==> src/rtl/spi_stat_pkg.sv <==
package spi_stat_pkg;

    localparam int STAT_W       = 32;
    localparam int POS_RX_FULL  = 0;
    localparam int POS_TXREG_E  = 1;
    localparam int POS_MODE_FLT = 2;
    localparam int POS_OVERRUN  = 3;
    localparam int POS_SS_RISE  = 8;
    localparam int POS_TX_ALL_E = 9;
    localparam int POS_ENABLED  = 16;

    typedef struct packed {
        logic enabled;
        logic tx_all_empty;
        logic ss_rise;
        logic overrun;
        logic mode_fault;
        logic txreg_empty;
        logic rx_full;
    } stat_flags_t;

    function automatic logic [STAT_W-1:0] pack_status(stat_flags_t f);
        logic [STAT_W-1:0] w;
        w               = '0;
        w[POS_RX_FULL]  = f.rx_full;
        w[POS_TXREG_E]  = f.txreg_empty;
        w[POS_MODE_FLT] = f.mode_fault;
        w[POS_OVERRUN]  = f.overrun;
        w[POS_SS_RISE]  = f.ss_rise;
        w[POS_TX_ALL_E] = f.tx_all_empty;
        w[POS_ENABLED]  = f.enabled;
        return w;
    endfunction

endpackage

==> src/rtl/spi_stat_ss_edge.sv <==
module spi_stat_ss_edge #(
    parameter int STAGES = 2
) (
    input  logic clk,
    input  logic rst,
    input  logic pin_i,
    output logic rise_o
);
    localparam int CHAIN = STAGES + 1;

    logic [CHAIN-1:0] chain_q;

    always_ff @(posedge clk) begin
        if (rst) chain_q[0] <= 1'b1;
        else     chain_q[0] <= pin_i;
    end

    for (genvar g = 1; g < CHAIN; g++) begin : g_stage
        always_ff @(posedge clk) begin
            if (rst) chain_q[g] <= 1'b1;
            else     chain_q[g] <= chain_q[g-1];
        end
    end

    assign rise_o = chain_q[STAGES-1] & ~chain_q[STAGES];

    initial begin
        assert (STAGES >= 2) else $error("synchroniser needs two or more stages");
    end

    // an edge is reported for one cycle only
    p_rise_single_r5: assert property (@(posedge clk) disable iff (rst)
        rise_o |=> !rise_o);
endmodule

==> src/rtl/spi_stat_txflags.sv <==
module spi_stat_txflags (
    input  logic clk,
    input  logic rst,
    input  logic en_cmd_i,
    input  logic dis_cmd_i,
    input  logic tx_wr_i,
    input  logic tx_load_i,
    input  logic shift_idle_i,
    input  logic dly_on_i,
    input  logic dly_done_i,
    output logic enabled_o,
    output logic txreg_empty_o,
    output logic tx_all_empty_o
);
    logic en_q, tdre_q, txe_q;
    logic drain_ok;

    assign drain_ok = tdre_q & shift_idle_i & (~dly_on_i | dly_done_i);

    always_ff @(posedge clk) begin
        if (rst) begin
            en_q   <= 1'b0;
            tdre_q <= 1'b0;
            txe_q  <= 1'b0;
        end else begin
            if (dis_cmd_i)     en_q <= 1'b0;
            else if (en_cmd_i) en_q <= 1'b1;

            if (dis_cmd_i || (!en_q && !en_cmd_i)) tdre_q <= 1'b0;
            else if (en_cmd_i || tx_load_i)        tdre_q <= 1'b1;
            else if (tx_wr_i)                      tdre_q <= 1'b0;

            if (tx_wr_i)       txe_q <= 1'b0;
            else if (drain_ok) txe_q <= 1'b1;
        end
    end

    assign enabled_o      = en_q;
    assign txreg_empty_o  = tdre_q;
    assign tx_all_empty_o = txe_q;

    p_dis_wins_r2: assert property (@(posedge clk) disable iff (rst)
        dis_cmd_i |=> !enabled_o);
    p_en_sets_r3: assert property (@(posedge clk) disable iff (rst)
        (en_cmd_i && !dis_cmd_i) |=> (txreg_empty_o && enabled_o));
    p_off_empty_r3: assert property (@(posedge clk) disable iff (rst)
        !enabled_o |-> !txreg_empty_o);
    p_wr_clears_r4: assert property (@(posedge clk) disable iff (rst)
        tx_wr_i |=> !tx_all_empty_o);
endmodule

==> src/rtl/spi_stat_rxflags.sv <==
module spi_stat_rxflags (
    input  logic clk,
    input  logic rst,
    input  logic rx_load_i,
    input  logic rdr_rd_i,
    input  logic sr_rd_i,
    input  logic modf_i,
    input  logic ss_rise_i,
    output logic rx_full_o,
    output logic overrun_o,
    output logic mode_fault_o,
    output logic ss_rise_o
);
    logic rdrf_q, ovr_q, modf_q, nssr_q;
    logic ovr_hit;

    assign ovr_hit = rx_load_i & rdrf_q & ~rdr_rd_i;

    always_ff @(posedge clk) begin
        if (rst) begin
            rdrf_q <= 1'b0;
            ovr_q  <= 1'b0;
            modf_q <= 1'b0;
            nssr_q <= 1'b0;
        end else begin
            if (rx_load_i)     rdrf_q <= 1'b1;
            else if (rdr_rd_i) rdrf_q <= 1'b0;

            if (ovr_hit)       ovr_q <= 1'b1;
            else if (sr_rd_i)  ovr_q <= 1'b0;

            if (modf_i)        modf_q <= 1'b1;
            else if (sr_rd_i)  modf_q <= 1'b0;

            if (ss_rise_i)     nssr_q <= 1'b1;
            else if (sr_rd_i)  nssr_q <= 1'b0;
        end
    end

    assign rx_full_o    = rdrf_q;
    assign overrun_o    = ovr_q;
    assign mode_fault_o = modf_q;
    assign ss_rise_o    = nssr_q;

    p_load_full_r8: assert property (@(posedge clk) disable iff (rst)
        rx_load_i |=> rx_full_o);
    p_double_load_r6: assert property (@(posedge clk) disable iff (rst)
        (rx_load_i && rx_full_o && !rdr_rd_i) |=> overrun_o);
    p_modf_latch_r7: assert property (@(posedge clk) disable iff (rst)
        modf_i |=> mode_fault_o);
    p_edge_wins_r9: assert property (@(posedge clk) disable iff (rst)
        (ss_rise_i && sr_rd_i) |=> ss_rise_o);
    p_sr_clears_r7: assert property (@(posedge clk) disable iff (rst)
        (sr_rd_i && !modf_i) |=> !mode_fault_o);
endmodule

==> src/rtl/spi_stat_unit.sv <==
module spi_stat_unit
    import spi_stat_pkg::*;
#(
    parameter int SYNC_STAGES = 2
) (
    input  logic              clk,
    input  logic              rst,
    input  logic              en_cmd_i,
    input  logic              dis_cmd_i,
    input  logic              tx_wr_i,
    input  logic              tx_load_i,
    input  logic              shift_idle_i,
    input  logic              dly_on_i,
    input  logic              dly_done_i,
    input  logic              rx_load_i,
    input  logic              rdr_rd_i,
    input  logic              sr_rd_i,
    input  logic              modf_i,
    input  logic              ss_pin_i,
    output logic [STAT_W-1:0] status_o
);
    stat_flags_t flags;
    logic        ss_rise_pulse;

    spi_stat_ss_edge #(.STAGES(SYNC_STAGES)) u_ss_edge (
        .clk    (clk),
        .rst    (rst),
        .pin_i  (ss_pin_i),
        .rise_o (ss_rise_pulse)
    );

    spi_stat_txflags u_tx (
        .clk            (clk),
        .rst            (rst),
        .en_cmd_i       (en_cmd_i),
        .dis_cmd_i      (dis_cmd_i),
        .tx_wr_i        (tx_wr_i),
        .tx_load_i      (tx_load_i),
        .shift_idle_i   (shift_idle_i),
        .dly_on_i       (dly_on_i),
        .dly_done_i     (dly_done_i),
        .enabled_o      (flags.enabled),
        .txreg_empty_o  (flags.txreg_empty),
        .tx_all_empty_o (flags.tx_all_empty)
    );

    spi_stat_rxflags u_rx (
        .clk          (clk),
        .rst          (rst),
        .rx_load_i    (rx_load_i),
        .rdr_rd_i     (rdr_rd_i),
        .sr_rd_i      (sr_rd_i),
        .modf_i       (modf_i),
        .ss_rise_i    (ss_rise_pulse),
        .rx_full_o    (flags.rx_full),
        .overrun_o    (flags.overrun),
        .mode_fault_o (flags.mode_fault),
        .ss_rise_o    (flags.ss_rise)
    );

    assign status_o = pack_status(flags);

    p_reset_zero_r1: assert property (@(posedge clk)
        rst |=> (status_o == '0));
endmodule

==> config.mk <==
export PLATFORM = sky130hd
export DESIGN_NAME = spi_stat_unit
export DESIGN_NICKNAME = d
export VERILOG_FILES = /design/src/rtl/spi_stat_pkg.sv /design/src/rtl/spi_stat_ss_edge.sv /design/src/rtl/spi_stat_txflags.sv /design/src/rtl/spi_stat_rxflags.sv /design/src/rtl/spi_stat_unit.sv
export SDC_FILE = /design/constraint.sdc
export NUM_CORES = 1
export LEC_CHECK = 0
export ABC_AREA = 1
export BUFFER_PORTS_ARGS = -buffer_cell sky130_fd_sc_hd__buf_2
export CAP_MARGIN = 20
export CORE_MARGIN = 8
export CORE_UTILIZATION = 38
export DETAILED_ROUTE_END_ITERATION = 12
export GPL_TIMING_DRIVEN = 0
export PLACE_DENSITY = 0.77
export SYNTH_ARGS = -nofsm -noshare
export SYNTH_HDL_FRONTEND = slang
export SYNTH_SLANG_ARGS = --single-unit
==> constraint.sdc <==
create_clock -name clk -period 0.9 [get_ports clk]
set_clock_uncertainty 0.05 [all_clocks]
set_input_delay 0.18 -clock clk [delete_from_list [all_inputs] [get_ports clk]]
set_output_delay 0.18 -clock clk [all_outputs]
set_load 0.005 [all_outputs]
# [After elaboration in Yosys (flattened, before gate mapping)]
# Cells that the tools add are included.
[totals] inputBits=14 word_cells=40 register_bits=10 out_inout_bits=32
[classes] n_bitwise=9 mux=8 n_reduce_logical=13
[ops] operator="2-bit nonzero test" count=5
[ops] operator="1-bit 2-to-1 mux" count=8
[ops] operator="2-bit OR reduction" count=3
[ops] operator="1-bit bitwise AND" count=5
[ops] operator="1-bit inverter" count=3
[ops] operator="1-bit logical NOT" count=2
[ops] operator="1-bit logical OR" count=2
[ops] operator="1-bit logical AND" count=1
[ops] operator="1-bit OR" count=1

# [Logic depth before layout (Yosys ltp)]
# Gate-level depths: netlist of the first run.
[depth] depth_word=4 depth_mapped=4 depth_no_buf=4

# [Cells and area by module]
# Synthesis of the first run repeated with hierarchy kept, for this count alone.
[unflattened] hier_cells=70 area_unflattened_um2=549.3
[modules_own_cells] module="spi_stat_unit" area_per_inst_um2=191.4 seq_area_each_um2=0.0 cells_per_inst=26 instances=1
[modules_own_cells] module="spi_stat_rxflags" area_per_inst_um2=138.9 seq_area_each_um2=80.1 cells_per_inst=15 instances=1
[modules_own_cells] module="spi_stat_txflags" area_per_inst_um2=126.4 seq_area_each_um2=60.1 cells_per_inst=18 instances=1
[modules_own_cells] module="spi_stat_ss_edge" area_per_inst_um2=92.6 seq_area_each_um2=60.1 cells_per_inst=11 instances=1

# [Worst setup path before layout of the first run]
# Ideal clock, no wire load.
[synth_path] path_kind="register -> register" from="reg u_tx.tdre_q, in the netlist u_tx.txreg_empty_o" to="reg u_tx.txe_q, in the netlist u_tx.tx_all_empty_o" setup_time_ps=66 arrival_time_ps=545 synth_period_minus_slack_ps=661 n_path_buf=0 slack_ps=239 stages_incl_launch_ff=5 t_required_ps=784 path_cell_list="dfxtp_1 > nand2_1 > inv_1 > nand2_1 > a21oi_2"
[synth_via] elab_chain_len=2
[synth_rtl] item="start: declaration" line="spi_stat_txflags.sv:15" text="logic en_q, tdre_q, txe_q;"
[synth_rtl] item="start signal: assignment" line="spi_stat_txflags.sv:23" text="tdre_q <= 1'b0;"
[synth_rtl] item="start signal: assignment" line="spi_stat_txflags.sv:29" text="if (dis_cmd_i || (!en_q && !en_cmd_i)) tdre_q <= 1'b0;"
[synth_rtl] item="start signal: assignment" line="spi_stat_txflags.sv:30" text="else if (en_cmd_i || tx_load_i) tdre_q <= 1'b1;"
[synth_rtl] item="1-bit bitwise AND (2 in a row)" line="spi_stat_txflags.sv:18" text="assign drain_ok = tdre_q & shift_idle_i & (~dly_on_i | dly_done_i);"
[synth_rtl] item="end signal: assignment" line="spi_stat_txflags.sv:24" text="txe_q <= 1'b0;"
[synth_rtl] item="end signal: assignment" line="spi_stat_txflags.sv:33" text="if (tx_wr_i) txe_q <= 1'b0;"
[synth_rtl] item="end signal: assignment" line="spi_stat_txflags.sv:34" text="else if (drain_ok) txe_q <= 1'b1;"
[synth_rtl] item="end: declaration" line="spi_stat_txflags.sv:15"
# Every way passes these cells.
# A chain may end at the register's enable or synchronous reset.

# [Worst setup path after layout of the first run]
[layout_path] from="reg u_tx.txe_q, in the netlist u_tx.tx_all_empty_o" to="out status_o[9]"
[layout_lines] item="end: declaration" line="spi_stat_unit.sv:20" text="output logic [STAT_W-1:0] status_o"
# No word-level cell between the ends.

==> flow_metrics.env, run 1 <==
export IMPL_fraction_of_layout_cells_with_a_size_suffix_above_1_pct=52.14
export IMPL_fin_setup_tns_ns=-0.08559
export IMPL_drc=0
export IMPL_numClockSinks=10
export IMPL_initial_utilization_pct=39.75
export IMPL_hold_ws_ns=0.04856
export IMPL_synth_seq_cells=10
export IMPL_failed_checks="negative setup slack"
export IMPL_dominant_cell_type_by_area_after_synthesis="sky130_fd_sc_hd__buf_4"
export IMPL_shortest_clock_period_the_worst_path_allows_after_layout_ns=0.9173
export IMPL_grt_max_degree=10
export IMPL_cts_inserted_buffers=3
export IMPL_initialDrtViolationCount=3
export IMPL_clk_transition_reported_paths_ns=0.06
export IMPL_timing_final_crit_share_pct=101.9
export IMPL_total_leakage_power_nw=0.5061
export IMPL_num_rows=14
export IMPL_fmax_mhz=1090
export IMPL_slew_violations=0
export IMPL_cts_tree="built"
export IMPL_rsz_0062_raised_after_global_routing="true"
export IMPL_critPathMaxStageDelay_ns=0.33
export IMPL_path_class="reg -> out"
export IMPL_fin_total_pwr_uw=971.3
export IMPL_cellPowerDensity_nw_per_um2=1147
export IMPL_synth_warnings=0
export IMPL_irDropWorstVdd_mv=0.6374
export IMPL_wire_per_inst_microns=9.346
export IMPL_synth_seq_area_share_pct=33.83
export IMPL_sw_frac_of_total_pct=22.94
export IMPL_root_buffer="sky130_fd_sc_hd__clkbuf_4"
export IMPL_cts_hold_fix_buffers=0
export IMPL_power_sequential_fraction_pct=48.8
export IMPL_nNetsFinal=133
export IMPL_syn_area_per_cell_sq_um=7.998
export IMPL_clock_latency_of_the_later_clocked_register_in_the_worst_skew_pair_ns=0.25
export IMPL_crit_arrival_ns=0.69
export IMPL_design_die_area_sq_um=3076
export IMPL_p_switching_uw=222.8
export IMPL_area_growth_from_synthesis_to_layout_pct=43.13
export IMPL_synth_area_top_cells="sky130_fd_sc_hd__buf_4 (41%), sky130_fd_sc_hd__dfxtp_1 (34%), sky130_fd_sc_hd__inv_1 (5.1%), sky130_fd_sc_hd__nand2_1 (4.4%), sky130_fd_sc_hd__or2_1 (4.2%)"
export IMPL_dr_total_vias=462
export IMPL_io_buffer_count=20
export IMPL_final_setup_worst_slack_ns=-0.01730
export IMPL_postSynth_asyncResetShare_pct=0
export IMPL_ys_dominant_reg_cell="sky130_fd_sc_hd__dfxtp_1"
export IMPL_floorplan_core_area_sq_um=1489
export IMPL_worst_path_max_delay_cell="sky130_fd_sc_hd__dfxtp_2"
export IMPL_clk_path_buf_depth=2
export IMPL_routed_wl_met3_microns=201
export IMPL_place_hpwl_microns=994.6
export IMPL_vias_per_cell=3.474
export IMPL_final_hold_viol_count=0
export IMPL_total_gr_overflow=0
export IMPL_critical_path_startpoint_type="register"
export IMPL_portion_of_total_power_attributed_to_the_clock_network_pct=29.2
export IMPL_cpLargestDelayFamily="flip-flops"
export IMPL_h_tree_depth=1
export IMPL_cp_max_fo=2
export IMPL_drt_pass_1_iters=4
export IMPL_path_buf_inv=1
export IMPL_final_fill_count=147
export IMPL_yosys_top_cells_count="sky130_fd_sc_hd__buf_4 (32), sky130_fd_sc_hd__dfxtp_1 (10), sky130_fd_sc_hd__inv_1 (8)"
export IMPL_total_global_route_track_usage_pct=8.002
export IMPL_classification_of_the_worst_slack_hold_path="in -> reg"
export IMPL_cells_after_synth=74
export IMPL_setup_violations=7
export IMPL_endpoint_kind="output port"
export IMPL_maxUsedRoutingLayer="met4"
export IMPL_gp_congestion=0.6372
export IMPL_wl_met2_microns=581
export IMPL_timing_critical_path_cells="buf_6"
export IMPL_critPathRequiredTime_ns=0.67
export IMPL_synthDominantCellAreaShare_pct=40.59
export IMPL_maximum_capacitance_violations=0
export IMPL_synth_cell_types=11
export IMPL_grt_first_pass_wirelength_microns=2014
export IMPL_yosys_cell_count_top_type="sky130_fd_sc_hd__buf_4"
export IMPL_drtAntennaViolNets=0
export IMPL_pwr_share_comb_pct=22.0
export IMPL_dieWidth_microns=55.47
export IMPL_wl_microns=1243
export IMPL_synth_cell_area_sq_um=591.8
export IMPL_pin_count=46
export IMPL_cell_internal_pwr_uw=748.5
export IMPL_placement_setup_worst_slack_ns=0.1288
export IMPL_grt_antenna_before_repair=0
export IMPL_diodes=0
export IMPL_run_status="finished with violations"
export IMPL_die_height_microns=55.47
export IMPL_synth_enable_flop_cells=0
export IMPL_wl_met1_microns=436
export IMPL_grt_pass1_vias=445
## layout make-up
type                       instances  area [sq um]  share of cell area [%]
buffer                            25         187.7                   22.16
clock buffer                       3         22.52                   2.659
inverter                           8         30.03                   3.545
multi-input combinational         48         211.5                   24.96
sequential                        10         209.0                   24.67
tap                               16         20.02                   2.363
timing repair buffer              23         166.4                   19.65
## worst paths after layout
kind / start / end / slack, ns / depth (start not counted)
max reg2reg: u_tx.enabled_o / u_tx.txreg_empty_o / 0.06 / 3
min reg2reg: u_ss_edge.chain_q[0] / u_ss_edge.chain_q[1] / 0.36 / 1
max: u_tx.tx_all_empty_o / status_o[9] / -0.02 / 1
min: ss_pin_i / u_ss_edge.chain_q[0] / 0.05 / 2
## cell usage in the layout, fill, tap and decap left out
master and instances:
sky130_fd_sc_hd__buf_6 7, sky130_fd_sc_hd__or2_1 4, sky130_fd_sc_hd__dfxtp_1 3, sky130_fd_sc_hd__a21oi_2 2, sky130_fd_sc_hd__nand3_1 1, sky130_fd_sc_hd__nor2_1 4, sky130_fd_sc_hd__nand2_1 7, sky130_fd_sc_hd__dfxtp_2 7
sky130_fd_sc_hd__o21ai_2 1, sky130_fd_sc_hd__conb_1 25, sky130_fd_sc_hd__buf_2 13, sky130_fd_sc_hd__inv_1 8, sky130_fd_sc_hd__buf_4 28, sky130_fd_sc_hd__clkbuf_4 3, sky130_fd_sc_hd__a21oi_1 4
## sequential cells by signal (all words and copies together), names as in the netlist
name                 count
u_ss_edge.chain_q        3
u_rx.ss_rise_o           1
u_rx.overrun_o           1
u_rx.rx_full_o           1
u_tx.enabled_o           1
u_rx.mode_fault_o        1
u_tx.txreg_empty_o       1
u_tx.tx_all_empty_o      1
## kinds of logic (layout without fill, tap and decap cells)
kind of cell	Yosys count	in the layout	share of synthesized area (%)
buffers and inverters	40	59	45.67
and+or+nand+nor	16	16	12.05
DFF	10	10	33.83
AOI/OAI and AO/OA	7	7	7.823
other	1	25	0.6336
## routing by layer
metal  GRT usage [%]  vias up
met5               0        -
met3           5.936        4
met2           11.70       32
met1           7.763      176
li1                -      250
met4           5.282        0
## power by group through the flow
stage | sequential, mW | combinational [mW] | clock (mW)
final | 0.474 | 0.214 | 0.284
after global routing | 0.476 | 0.238 | 0.329
after CTS | 0.474 | 0.206 | 0.298
after detailed placement | 0.480 | 0.198 | 0
after global placement | 0.479 | 0.194 | 0
after floorplan | 0.478 | 0.148 | 0
## timing repair
item | CTS | global route
endpoints found under the setup margin | 7 | 7
resized for setup | 14 | 0
buffers inserted | 3 | 0
## stage by stage
step	cells	util (%)	area, sq um
floorplan	98	-	681.9
global placement	134	53.87	802.0
detailed placement	134	53.87	802.0
CTS	133	56.89	847.1
global route	133	56.89	847.1
finish	133	56.89	847.1
No activity file was read; power rests on OpenSTA's default activity.
==> run 2: changes to the inputs <==
--- a/config.mk
+++ b/config.mk
@@ -6,7 +6,7 @@
 export NUM_CORES = 1
 export LEC_CHECK = 0
 export ABC_AREA = 1
-export BUFFER_PORTS_ARGS = -buffer_cell sky130_fd_sc_hd__buf_2
+export BUFFER_PORTS_ARGS = -buffer_cell sky130_fd_sc_hd__buf_4
 export CAP_MARGIN = 20
 export CORE_MARGIN = 8
 export CORE_UTILIZATION = 38
==> run 2 against run 1 <==
- the flow still finishes with violations (negative setup slack)
- cell count grew 0.75%
- clock power is 38% higher
- global-route usage about the same
- setup slack got worse by 0.0045 ns
- sequential power about the same
- combinational power grew 7%
==> flow_metrics.env, run 2 (synthesis results as in run 1) <==
export IMPL_numClockSinks=10
export IMPL_run_status="finished with violations"
export IMPL_timing_critical_path_cells="buf_6"
export IMPL_initialDrtViolationCount=2
export IMPL_pin_count=46
export IMPL_fraction_of_layout_cells_with_a_size_suffix_above_1_pct=52.54
export IMPL_root_buffer="sky130_fd_sc_hd__clkbuf_4"
export IMPL_sw_frac_of_total_pct=21.66
export IMPL_hold_ws_ns=0.04407
export IMPL_crit_arrival_ns=0.69
export IMPL_path_buf_inv=1
export IMPL_classification_of_the_worst_slack_hold_path="in -> reg"
export IMPL_critPathRequiredTime_ns=0.67
export IMPL_cts_tree="built"
export IMPL_final_setup_worst_slack_ns=-0.02184
export IMPL_placement_setup_worst_slack_ns=0.1155
export IMPL_critPathMaxStageDelay_ns=0.33
export IMPL_irDropWorstVdd_mv=0.8552
export IMPL_finish_instance_area_sq_um=893.4
export IMPL_endpoint_kind="output port"
export IMPL_crit_path_start="u_tx.tx_all_empty_o"
export IMPL_slew_violations=0
export IMPL_total_leakage_power_nw=0.5246
export IMPL_post_dp_cell_area_sq_um=852.1
export IMPL_stdcell_count=134
export IMPL_path_class="reg -> out"
export IMPL_max_flop_register="u_ss_edge.chain_q"
export IMPL_floorplan_core_area_sq_um=1489
export IMPL_total_global_route_track_usage_pct=8.009
export IMPL_grt_antenna_before_repair=0
export IMPL_grt_pass1_vias=467
export IMPL_drc=0
export IMPL_wl_microns=1188
export IMPL_placed_cells_incl_taps=134
export IMPL_io_buffer_count=20
export IMPL_clk_transition_reported_paths_ns=0.07
export IMPL_drtAntennaViolNets=0
export IMPL_fin_setup_tns_ns=-0.1215
export IMPL_place_hpwl_microns=1064
export IMPL_fin_total_pwr_mw=1.093
export IMPL_fmax_mhz=1085
export IMPL_critical_path_startpoint_type="register"
export IMPL_layout_cells_most_common_list="sky130_fd_sc_hd__buf_4 (41), sky130_fd_sc_hd__conb_1 (25), sky130_fd_sc_hd__inv_1 (8)"
export IMPL_total_gr_overflow=0
export IMPL_rsz_0062_raised_after_global_routing="true"
export IMPL_drt_pass_1_iters=3
export IMPL_cts_inserted_buffers=3
export IMPL_cpLargestDelayFamily="flip-flops"
export IMPL_p_switching_uw=236.7
export IMPL_cp_max_fo=2
export IMPL_pwr_share_comb_pct=20.9
export IMPL_timing_final_crit_share_pct=102.4
export IMPL_critical_path_reg2reg_startpoint="u_tx.enabled_o"
export IMPL_layout_commonest_cell="sky130_fd_sc_hd__buf_4"
export IMPL_gp_congestion=0.6478
export IMPL_grt_max_degree=10
export IMPL_area_growth_from_synthesis_to_layout_pct=50.95
export IMPL_grt_first_pass_wirelength_microns=2056
export IMPL_largest_register_ffs=3
export IMPL_shortest_clock_period_the_worst_path_allows_after_layout_ns=0.9218
export IMPL_min_from="ss_pin_i"
export IMPL_clock_latency_of_the_later_clocked_register_in_the_worst_skew_pair_ns=0.26
export IMPL_die_height_microns=55.47
export IMPL_vias_per_cell=3.515
export IMPL_wire_per_inst_microns=8.866
export IMPL_worst_path_max_delay_cell="sky130_fd_sc_hd__dfxtp_2"
export IMPL_cell_internal_pwr_uw=855.8
export IMPL_setup_violations=7
export IMPL_clk_path_buf_depth=2
export IMPL_portion_of_total_power_attributed_to_the_clock_network_pct=35.8
export IMPL_dieWidth_microns=55.47
export IMPL_initial_utilization_pct=39.75
export IMPL_diodes=0
export IMPL_cellPowerDensity_nw_per_um2=1223
export IMPL_design_die_area_sq_um=3076
export IMPL_dr_total_vias=471
export IMPL_maximum_capacitance_violations=0
export IMPL_failed_checks="negative setup slack"
export IMPL_nNetsFinal=133
export IMPL_power_sequential_fraction_pct=43.3
export IMPL_h_tree_depth=1
export IMPL_final_hold_viol_count=0
export IMPL_num_rows=14
export IMPL_final_core_utilization_pct=60.00
run 2: cell count changes in the layout (fill, tap and decap cells not counted):
cell | before | now
sky130_fd_sc_hd__buf_2 | 13 | 0
sky130_fd_sc_hd__buf_4 | 28 | 41
sky130_fd_sc_hd__clkbuf_8 | 0 | 1
run 2: power by group through the flow:
stage / registers [mW] / clock network (mW) / logic (mW)
finish: 0.473 / 0.391 / 0.228
global route: 0.474 / 0.450 / 0.255
CTS: 0.473 / 0.412 / 0.223
detailed placement: 0.480 / 0 / 0.221
global placement: 0.479 / 0 / 0.217
floorplan: 0.478 / 0 / 0.148
run 2: timing repair:
| item | CTS | global route |
|---|---|---|
| hold endpoints to repair | 0 | 0 |
| endpoints found under the setup margin | 7 | 7 |
| hold buffers | 0 | 0 |
| setup buffers | 3 | 0 |
| resized for setup | 14 | 0 |
run 2: routing by layer:
layer,track usage (%),vias to the layer above,part of all wire [%]
met5,0,-,0
met4,4.225,0,0
met3,7.534,0,19
met2,11.54,30,46
met1,7.388,189,34
li1,-,252,-
run 2: worst paths after layout:
path                            cells past startpoint              endpoint  slack [ns]
worst max-delay path                                1           status_o[9]       -0.02
worst min-delay path                                2  u_ss_edge.chain_q[0]        0.04
worst max register to register                      3        u_tx.enabled_o        0.07
worst min register to register                      1  u_ss_edge.chain_q[1]        0.36
run 2: cell type report:
class,count,area (sq um)
clock buffer,4,36.28
timing repair buffer,23,198.9
fill,144,595.6
multi-input combinational,48,211.5
sequential,10,209.0
buffer,25,187.7
inverter,8,30.03
tap,16,20.02
